<file path="config.mk">
export PLATFORM = sky130hd
export DESIGN_NAME = bch_flip_mapper
export DESIGN_NICKNAME = d
export VERILOG_FILES = /design/src/rtl/bfm_pkg.sv /design/src/rtl/bfm_syn_reorder.sv /design/src/rtl/bfm_sector_screen.sv /design/src/rtl/bfm_loc_map.sv /design/src/rtl/bch_flip_mapper.sv
export SDC_FILE = /design/constraint.sdc
export NUM_CORES = 1
export LEC_CHECK = 0
export ABC_AREA = 1
export BUFFER_PORTS_ARGS = -buffer_cell sky130_fd_sc_hd__buf_4
export CORE_AREA = 3 3 261 263
export CTS_BUF_LIST = sky130_fd_sc_hd__clkbuf_8 sky130_fd_sc_hd__clkbuf_16
export DETAILED_ROUTE_END_ITERATION = 8
export DIE_AREA = 0 0 264 266
export HOLD_SLACK_MARGIN = 0.12
export PLACE_DENSITY = 0.35
export SLEW_MARGIN = 25
export SYNTH_ARGS = -nofsm -noshare
export SYNTH_HDL_FRONTEND = slang
export SYNTH_SLANG_ARGS = --single-unit
</file>
<file path="constraint.sdc">
create_clock -name clk_i -period 1.9 [get_ports clk_i]
set_input_delay 0.19 -clock clk_i [delete_from_list [all_inputs] [get_ports clk_i]]
set_output_delay 0.19 -clock clk_i [all_outputs]
set_load 0.005 [all_outputs]
</file>
<file path="src/rtl/bfm_pkg.sv">
package bfm_pkg;
  localparam int unsigned DATA_BYTES = 512;
  localparam int unsigned T8_BYTES   = 14;
  localparam int unsigned T16_BYTES  = 26;
  localparam int unsigned LOC_W      = 13;
  localparam int unsigned MAX_LOCS   = 16;
  localparam int unsigned SYN_W      = T16_BYTES * 8;
  localparam int unsigned CNT_W      = $clog2(MAX_LOCS + 1);
  localparam int unsigned IDX_W      = $clog2(DATA_BYTES);

  typedef enum logic [1:0] {
    TGT_DATA = 2'd0,
    TGT_ECC  = 2'd1,
    TGT_BAD  = 2'd2
  } tgt_e;
endpackage

</file>
<file path="src/rtl/bfm_syn_reorder.sv">
module bfm_syn_reorder #(
  parameter int unsigned T8_BYTES  = bfm_pkg::T8_BYTES,
  parameter int unsigned T16_BYTES = bfm_pkg::T16_BYTES,
  localparam int unsigned SYN_W    = T16_BYTES * 8
) (
  input  logic             t16_i,
  input  logic [SYN_W-1:0] syn_i,
  output logic [SYN_W-1:0] syn_rev_o
);
  for (genvar k = 0; k < T16_BYTES; k++) begin : g_byte
    logic [7:0] b8;
    logic [7:0] b16;
    if (k < T8_BYTES - 1) begin : g_rev8
      assign b8 = syn_i[(T8_BYTES-2-k)*8 +: 8];
    end else if (k == T8_BYTES - 1) begin : g_keep8
      assign b8 = syn_i[k*8 +: 8];   // reserved byte keeps its place
    end else begin : g_zero8
      assign b8 = 8'h00;
    end
    assign b16 = syn_i[(T16_BYTES-1-k)*8 +: 8];
    assign syn_rev_o[k*8 +: 8] = t16_i ? b16 : b8;
  end
endmodule

</file>
<file path="src/rtl/bfm_sector_screen.sv">
module bfm_sector_screen #(
  parameter int unsigned T8_BYTES  = bfm_pkg::T8_BYTES,
  parameter int unsigned T16_BYTES = bfm_pkg::T16_BYTES,
  localparam int unsigned SYN_W    = T16_BYTES * 8
) (
  input  logic             t16_i,
  input  logic [SYN_W-1:0] syn_i,
  input  logic [SYN_W-1:0] ecc_i,
  output logic             clean_o,
  output logic             erased_o
);
  logic [T16_BYTES-1:0] s_ok8, s_ok16, e_ok8, e_ok16;

  for (genvar k = 0; k < T16_BYTES; k++) begin : g_byte
    logic s_zero;
    logic e_ff;
    assign s_zero    = (syn_i[k*8 +: 8] == 8'h00);
    assign e_ff      = (ecc_i[k*8 +: 8] == 8'hFF);
    assign s_ok16[k] = s_zero;
    assign e_ok16[k] = e_ff;
    // syndrome check skips the reserved byte in 8-bit mode, stored check does not
    if (k < T8_BYTES - 1) begin : g_s8
      assign s_ok8[k] = s_zero;
    end else begin : g_s8x
      assign s_ok8[k] = 1'b1;
    end
    if (k < T8_BYTES) begin : g_e8
      assign e_ok8[k] = e_ff;
    end else begin : g_e8x
      assign e_ok8[k] = 1'b1;
    end
  end

  assign clean_o  = t16_i ? &s_ok16 : &s_ok8;
  assign erased_o = t16_i ? &e_ok16 : &e_ok8;
endmodule

</file>
<file path="src/rtl/bfm_loc_map.sv">
module bfm_loc_map #(
  parameter int unsigned DATA_BYTES = bfm_pkg::DATA_BYTES,
  parameter int unsigned T8_BYTES   = bfm_pkg::T8_BYTES,
  parameter int unsigned T16_BYTES  = bfm_pkg::T16_BYTES,
  parameter int unsigned LOC_W      = bfm_pkg::LOC_W,
  localparam int unsigned IDX_W     = $clog2(DATA_BYTES)
) (
  input  logic                t16_i,
  input  logic [LOC_W-1:0]    loc_i,
  output bfm_pkg::tgt_e       kind_o,
  output logic [IDX_W-1:0]    idx_o,
  output logic [2:0]          bit_o
);
  localparam int unsigned PW    = LOC_W + 1;
  localparam int unsigned LIM8  = DATA_BYTES + T8_BYTES - 1;
  localparam int unsigned LIM16 = DATA_BYTES + T16_BYTES;

  logic [PW-1:0] lim, qx, pos;

  always_comb begin
    lim    = t16_i ? PW'(LIM16) : PW'(LIM8);
    qx     = PW'(loc_i[LOC_W-1:3]);
    pos    = lim - qx - PW'(1);
    bit_o  = loc_i[2:0];
    kind_o = bfm_pkg::TGT_BAD;
    idx_o  = '0;
    // compare before subtracting: out-of-range locations never wrap into the data
    if (qx < lim) begin
      if (pos < PW'(DATA_BYTES)) begin
        kind_o = bfm_pkg::TGT_DATA;
        idx_o  = pos[IDX_W-1:0];
      end else begin
        kind_o = bfm_pkg::TGT_ECC;
        idx_o  = pos[IDX_W-1:0] - IDX_W'(DATA_BYTES);
      end
    end
  end
endmodule

</file>
<file path="src/rtl/bch_flip_mapper.sv">
module bch_flip_mapper #(
  parameter int unsigned DATA_BYTES = bfm_pkg::DATA_BYTES,
  parameter int unsigned T8_BYTES   = bfm_pkg::T8_BYTES,
  parameter int unsigned T16_BYTES  = bfm_pkg::T16_BYTES,
  parameter int unsigned LOC_W      = bfm_pkg::LOC_W,
  parameter int unsigned MAX_LOCS   = bfm_pkg::MAX_LOCS,
  localparam int unsigned SYN_W     = T16_BYTES * 8,
  localparam int unsigned CNT_W     = $clog2(MAX_LOCS + 1),
  localparam int unsigned IDX_W     = $clog2(DATA_BYTES)
) (
  input  logic             clk_i,
  input  logic             rst_ni,
  input  logic             start_i,
  input  logic             mode_i,
  input  logic [SYN_W-1:0] syn_i,
  input  logic [SYN_W-1:0] ecc_i,
  input  logic [CNT_W-1:0] loc_cnt_i,
  output logic [SYN_W-1:0] syn_rev_o,
  input  logic             loc_valid_i,
  input  logic [LOC_W-1:0] loc_i,
  output logic             loc_ready_o,
  output logic             flip_valid_o,
  output logic [1:0]       flip_kind_o,
  output logic [IDX_W-1:0] flip_idx_o,
  output logic [2:0]       flip_bit_o,
  output logic             done_o,
  output logic             skip_o,
  output logic [CNT_W-1:0] corr_cnt_o,
  output logic             err_o
);
  typedef enum logic {ST_IDLE, ST_RUN} st_e;

  st_e              state_q;
  logic             t16_q;
  logic [CNT_W-1:0] left_q, corr_q;
  logic             err_q, skip_q, done_q;
  logic             flip_v_q;
  bfm_pkg::tgt_e    flip_kind_q;
  logic [IDX_W-1:0] flip_idx_q;
  logic [2:0]       flip_bit_q;

  logic             clean, erased, accept;
  bfm_pkg::tgt_e    map_kind;
  logic [IDX_W-1:0] map_idx;
  logic [2:0]       map_bit;

  bfm_syn_reorder #(.T8_BYTES(T8_BYTES), .T16_BYTES(T16_BYTES)) u_reorder (
    .t16_i(mode_i), .syn_i(syn_i), .syn_rev_o(syn_rev_o)
  );

  bfm_sector_screen #(.T8_BYTES(T8_BYTES), .T16_BYTES(T16_BYTES)) u_screen (
    .t16_i(mode_i), .syn_i(syn_i), .ecc_i(ecc_i), .clean_o(clean), .erased_o(erased)
  );

  bfm_loc_map #(
    .DATA_BYTES(DATA_BYTES), .T8_BYTES(T8_BYTES), .T16_BYTES(T16_BYTES), .LOC_W(LOC_W)
  ) u_map (
    .t16_i(t16_q), .loc_i(loc_i), .kind_o(map_kind), .idx_o(map_idx), .bit_o(map_bit)
  );

  assign loc_ready_o = (state_q == ST_RUN);
  assign accept      = loc_valid_i && loc_ready_o;

  always_ff @(posedge clk_i or negedge rst_ni) begin
    if (!rst_ni) begin
      state_q     <= ST_IDLE;
      t16_q       <= 1'b0;
      left_q      <= '0;
      corr_q      <= '0;
      err_q       <= 1'b0;
      skip_q      <= 1'b0;
      done_q      <= 1'b0;
      flip_v_q    <= 1'b0;
      flip_kind_q <= bfm_pkg::TGT_DATA;
      flip_idx_q  <= '0;
      flip_bit_q  <= '0;
    end else begin
      flip_v_q <= 1'b0;
      done_q   <= 1'b0;
      unique case (state_q)
        ST_IDLE: if (start_i) begin
          t16_q  <= mode_i;
          corr_q <= '0;
          err_q  <= 1'b0;
          skip_q <= clean || erased;
          if (clean || erased || loc_cnt_i == '0) begin
            done_q <= 1'b1;
          end else begin
            state_q <= ST_RUN;
            left_q  <= loc_cnt_i;
          end
        end
        ST_RUN: if (accept) begin
          flip_v_q    <= 1'b1;
          flip_kind_q <= map_kind;
          flip_idx_q  <= map_idx;
          flip_bit_q  <= map_bit;
          if (map_kind == bfm_pkg::TGT_BAD) err_q <= 1'b1;
          else                              corr_q <= corr_q + 1'b1;
          left_q <= left_q - 1'b1;
          if (left_q == CNT_W'(1)) begin
            state_q <= ST_IDLE;
            done_q  <= 1'b1;
          end
        end
        default: state_q <= ST_IDLE;
      endcase
    end
  end

  assign flip_valid_o = flip_v_q;
  assign flip_kind_o  = flip_kind_q;
  assign flip_idx_o   = flip_idx_q;
  assign flip_bit_o   = flip_bit_q;
  assign done_o       = done_q;
  assign skip_o       = skip_q;
  assign corr_cnt_o   = corr_q;
  assign err_o        = err_q;

  AST_FLIP_FOLLOWS_ACCEPT: assert property (@(posedge clk_i) disable iff (!rst_ni)
    accept |=> flip_valid_o);
  AST_FLIP_NEEDS_ACCEPT: assert property (@(posedge clk_i) disable iff (!rst_ni)
    flip_valid_o |-> $past(accept));
  AST_SKIP_CLEAN_RESULT: assert property (@(posedge clk_i) disable iff (!rst_ni)
    (done_o && skip_o) |-> (corr_cnt_o == '0 && !err_o));
  AST_BAD_SETS_ERR: assert property (@(posedge clk_i) disable iff (!rst_ni)
    (flip_valid_o && flip_kind_o == 2'd2) |-> err_o);
  AST_ECC_IDX_RANGE: assert property (@(posedge clk_i) disable iff (!rst_ni)
    (flip_valid_o && flip_kind_o == 2'd1) |->
      (flip_idx_o < (t16_q ? IDX_W'(T16_BYTES) : IDX_W'(T8_BYTES - 1))));
  AST_READY_DONE_EXCL: assert property (@(posedge clk_i) disable iff (!rst_ni)
    loc_ready_o |-> !done_o);
endmodule

</file>
# == After elaboration in Yosys (flattened, before gate mapping) ==
# Index checks and enable logic that the tools add are counted.
# word_totals
n_memories,0
latch_bits,0
rom_bits,0
inputBits,439
ramBits,0
word_cells,146
ff_bits,30
# classes
div,0
reduce_logical,39
order_cmp,2
shift,0
muxes,56
n_addsub,4
n_eq_ne,33
n_mul,0
bitwise_logic,1
# ops
op,count
$eq A8 B8 Y1 const B,26
$logic_not A8 Y1,26
$mux W8,26
$reduce_and A26 Y1,2
$mux W5,7
$pmux W5 S2,2
$mux W1,16
$lt A10 B14 Y1,1
$lt A14 B10 Y1 const B,1
$reduce_and A14 Y1,1
$sub A14 B1 Y14 const B,1
$sub A14 B10 Y14,1
$reduce_and A13 Y1,1
$mux W9,1
$reduce_and A3 Y1,3
$ne A2 B2 Y1 const B,3
$pmux W1 S2,3
$add A5 B1 Y5 const B,1
$eq A5 B1 Y1 const B,1
$logic_not A5 Y1,1
$sub A5 B1 Y5 const B,1
$ne A2 B1 Y1 const B,2
$reduce_and A2 Y1,2
$eq A2 B2 Y1 const B,1
other kinds (4),5

# == Logic depth before layout (Yosys ltp) ==
# depth
word_depth,10
mapped_depth,14
ltp_nobuf,14

# == By module ==
# A second synthesis with hierarchy kept.
# hier_totals
hier_cells,1215
area_unflattened_um2,5790.6
# modules_own_cells
mod,n_inst,seq_area_each_um2,area_per_inst_um2,cells_per_inst
bfm_syn_reorder,1,0.0,2255.9,564
bch_flip_mapper,1,750.7,1437.6,174
bfm_sector_screen,1,0.0,1396.3,342
bfm_loc_map,1,0.0,700.7,135

# == Worst setup path before layout ==
# No wires, ideal clock.
# synth_path
path_type,register to register
startpoint,register t16_q
endpoint,register flip_kind_q[0] (netlist: flip_kind_o[0])
stages_incl_launch_ff,14
setup_ps,122
t_arrival_ps,2008
t_required_ps,1778
setup_slack_ps,-230
path_buffers,0
path_cell_list,dfrtp_1 > inv_1 > ha_1 > inv_1 > fa_1 > or2_4 > nand2_1 > nand2_2 > a21oi_4 > nand2_2 > nor2_1 > nand3_1 > nand2_1 > o21ai_1
# synth_via
elab_chain_cells,6
elab_cells_between_ends,7
classes_between,2 x add/sub; 2 x order compare; 3 x mux
# synth_rtl
element,line_no,text
"start, declared",bch_flip_mapper.sv:34,logic t16_q;
"start signal, assigned",bch_flip_mapper.sv:82,t16_q <= mode_i;
$mux W5 *,bfm_loc_map.sv:21,lim = t16_i ? PW'(LIM16) : PW'(LIM8);
$sub A14 B10 Y14,bfm_loc_map.sv:23,pos = lim - qx - PW'(1);
$sub A14 B1 Y14,bfm_loc_map.sv:23,
$lt A14 B10 Y1,bfm_loc_map.sv:29,if (pos < PW'(DATA_BYTES)) begin
$mux W1,bfm_loc_map.sv:29,
$mux W2 *,bfm_loc_map.sv:28,if (qx < lim) begin
"end signal, assigned",bch_flip_mapper.sv:74,flip_kind_q <= bfm_pkg::TGT_DATA;
"end signal, assigned",bch_flip_mapper.sv:95,flip_kind_q <= map_kind;
"end, declared",bch_flip_mapper.sv:38,bfm_pkg::tgt_e flip_kind_q;
# Mark *: on every way between the ends. The rest lies on a longest branch, timed or not.
# A chain may end at the register's enable or synchronous reset.

# == Worst setup path after layout ==
# Same ends and word-level chain as after synthesis.

==> key figures <==
Status
  • Status: finished, violations left
  • Failing checks: negative setup slack

STA
  • # setup viols final: 2
  • Fin crit share: 1.03
  • Period minus WS final: 1.96 ns
  • Clock skew: 0.0117 ns
  • Worst slew margin: 0.618
  • Final hold vios: 0
  • Achievable Freq: 511 MHz
  • Slew Viols, Final: 0
  • Final Worst Setup Slack: -0.0569 ns
  • RSZ-0062 raised after global routing: true
  • Pin slew with the least headroom to its limit: 0.569 ns

Setup path
  • Most used cell along the critical path: nand2_2
  • Cell family with most CP delay: simple AND/OR/NAND/NOR gates
  • Crit path launch type: register
  • Max FO, Critical Path: 3
  • Critical Path Max Stage Delay: 0.38 ns
  • Setup CP Type: register to register
  • Critical path's slowest cell: dfrtp_1
  • Crit path required time: 2.07 ns
  • Buf/Inv on CP: 2
  • CP Cell Sequence: inv_2, ha_4, inv_2, fa_2, or2_4, nand2_2, nand2_2, a21oi_4, nand2_2, nor2_1, nand3_1, nand2_1, o21ai_1
  • Critical path capture point type: register
  • Crit path arrival time: 2.13 ns

Placement
  • Place WS: -0.346 ns
  • Count of input and output buffers: 670
  • RD Place Congestion: 0.997
  • Hpwl dp: 43.5 mm

Synthesis
  • Cell variety after synth: 33
  • Seq/Total Area, Yosys: 0.139
  • Synth Warn #: 0
  • Syn avg cell area: 4.91 um2
  • Post-Syn Instances: 1,098
  • Post-Syn Nets: 1,549
  • Yosys reg bits: 30
  • Mapped Area: 5400 um2

Global routing
  • First-pass GRT wire length: 65.9 mm
  • Gr ovfl total: 0
  • Pin count of the biggest net entering global routing: 115
  • Initial antenna violation count: 11
  • Tot GR Track Use: 0.126
  • Vias in the first global route: 9,951

Worst hold path
  • Hold WC Path Type: input port to register

Clock network
  • H-tree Lvls: 2
  • TritonCTS buffer count: 5
  • CTS tree: yes
  • Clk root buf: clkbuf_16
  • Clk buf depth: 2
  • Skew-Pair Late Insertion Delay: 0.28 ns
  • Clock transition at path regs: 0.06 ns
  • TritonCTS Sinks: 30

Route
  • Vias/cell: 3.49
  • 1st-iter DRT viols: 278
  • 1st-pass router iterations: 5
  • Per-cell routed wire length: 17.8 um
  • Via count: 9,334
  • Drc violations: 0
  • DRT antenna net count: 0
  • Drt total wl: 47.6 mm

Layout
  • Multi-input logic area: 3570 um2
  • Fillcell total: 7,723
  • Share of cells above drive strength 1: 0.432
  • Util after Layout: 0.185
  • Reg area: 751 um2
  • Area delta synth->final: 125%
  • Nets: 2,259

Floorplanning
  • Top Ports: 671
  • Starting Density: 0.0819
  • Core ar.: 65,900 um2
  • Die W: 264 um
  • Core Rows: 94
  • Die Y: 266 um
  • Die ar.: 70,200 um2

Power and ir drop
  • Cell Pwr Density: 466 nW/um2
  • Worst vdd ir: 0.319 mV
  • Static Leak: 7.05 nW

Run
  • Max-cap viol count: 0
metal layers:
metal  global-route usage  vias up  wire, um
met4               0.0268       12       974
met5                    0        -        79
met2                0.241      440     24500
met3               0.0403       39      4350
met1                0.135     4109     17700
li1                     -     4734         -
final timing paths:
check / start / to / cells after the start / slack [ns]
max in group asynchronous: rst_ni / loc_ready_o / 2 / 1.16
max: t16_q / flip_kind_o[0] / 13 / -0.06
max reg2reg: t16_q / flip_kind_o[0] / 13 / -0.06
min in group asynchronous: rst_ni / flip_bit_o[1] / 2 / 0.41
min: loc_i[2] / flip_bit_o[2] / 3 / 0.13
min reg2reg: flip_kind_o[1] / flip_kind_o[1] / 2 / 0.49
logic make-up after synthesis:
kind of cell	share of synthesized area
buffers and inverters	0.209
xor gates and xnor gates	0.00974
DFF	0.139
adders and majority gates	0.0292
and+or+nand+nor	0.479
AOI/OAI and AO/OA	0.134
worst reg2reg max path, cell delays in order, from the launching register on:
cell and delay, ns:
dfrtp_1 0.38, inv_2 0.09, ha_4 0.14, inv_2 0.03, fa_2 0.33, or2_4 0.24
nand2_2 0.06, nand2_2 0.06, a21oi_4 0.14, nand2_2 0.07, nor2_1 0.09, nand3_1 0.08
nand2_1 0.06, o21ai_1 0.05
registers in the layout (all words and copies together), names as in the netlist:
register,flops
corr_cnt_o,5
flip_kind_o,2
loc_ready_o,1
t16_q,1
flip_valid_o,1
err_o,1
flip_idx_o,9
left_q,5
skip_o,1
flip_bit_o,3
done_o,1
report_power, final:
group | total (mW) | internal, mW | switching [mW]
clock network | 0.831 | 0.519 | 0.313
logic | 3.71 | 1.94 | 1.77
registers | 1.12 | 0.899 | 0.217
cells in the mapped netlist:
cell,instances,area (um2)
nor3b_2,1,12.5
nor2_4,1,11.3
o21ai_2,1,8.76
nand3_4,1,17.5
o21ai_0,83,415
and2_1,6,37.5
and2_0,2,12.5
inv_2,10,37.5
xor2_1,5,43.8
nor2_2,1,6.26
o21ai_1,44,220
a311oi_1,1,8.76
a22o_1,1,8.76
nor3_1,5,25.0
inv_1,245,920
clkbuf_1,17,63.8
a21oi_1,6,30.0
nand3_1,16,80.1
nand2_1,392,1470
a31oi_1,1,6.26
nand4_4,1,21.3
dfrtp_1,30,751
nand2_2,4,25.0
o211ai_1,1,7.51
nor2_1,127,477
fa_1,1,20.0
or2_4,1,8.76
xnor2_1,1,8.76
buf_2,21,105
ha_1,11,138
nand2_4,1,11.3
a21oi_4,1,16.3
nand4_1,59,369
timing repair:
item                                    CTS  global route
gates resized for setup                   3             8
hold endpoints to repair                 32             0
endpoints found under the setup margin    8            17
setup buffers                             1             1
pin swaps                                 2             8
hold buffers                              3             0
layout make-up:
type                    instances  share of cell area
repair buffers                741               0.463
flip-flops and latches         30              0.0618
clock buffers                   6              0.0114
clock inverters                 2             0.00103
diodes                          5             0.00103
well taps                     864              0.0889
inverters                     255              0.0790
multi-input cells             775               0.293
stage by stage:
stage	hold slack, ns	TNS (ns)	area (um2)	cells	power, mW
after floorplan	-0.106	-0.162	5410	1098	2.44
after global placement	0.168	-2.91	11900	2660	4.88
after detailed placement	0.170	-2.64	11900	2660	4.88
after CTS	0.125	-0.125	12100	2672	5.76
after global routing	0.165	-0.943	12100	2676	6.18
final	0.126	-0.0837	12200	2678	5.66
cell usage in the layout (no fill, tap or decap), types with 2 or more instances in the layout:
cell type | synthesis | routed
diode_2 | 0 | 5
nand2_1 | 392 | 389
ha_1 | 11 | 9
buf_4 | 0 | 732
buf_12 | 0 | 4
and2_0 | 2 | 2
nand2_2 | 4 | 7
inv_1 | 245 | 243
nand4_1 | 59 | 59
o21ai_2 | 1 | 2
nor2_1 | 127 | 125
nor2_2 | 1 | 2
dlygate4sd3_1 | 0 | 3
o21ai_1 | 44 | 43
nor2_4 | 1 | 2
a21oi_1 | 6 | 5
clkbuf_16 | 0 | 5
nand3_1 | 16 | 16
nor3_1 | 5 | 5
o21ai_0 | 83 | 83
dfrtp_1 | 30 | 30
inv_2 | 10 | 11
and2_1 | 6 | 6
xor2_1 | 5 | 5
(Power assumes the default switching activity.)
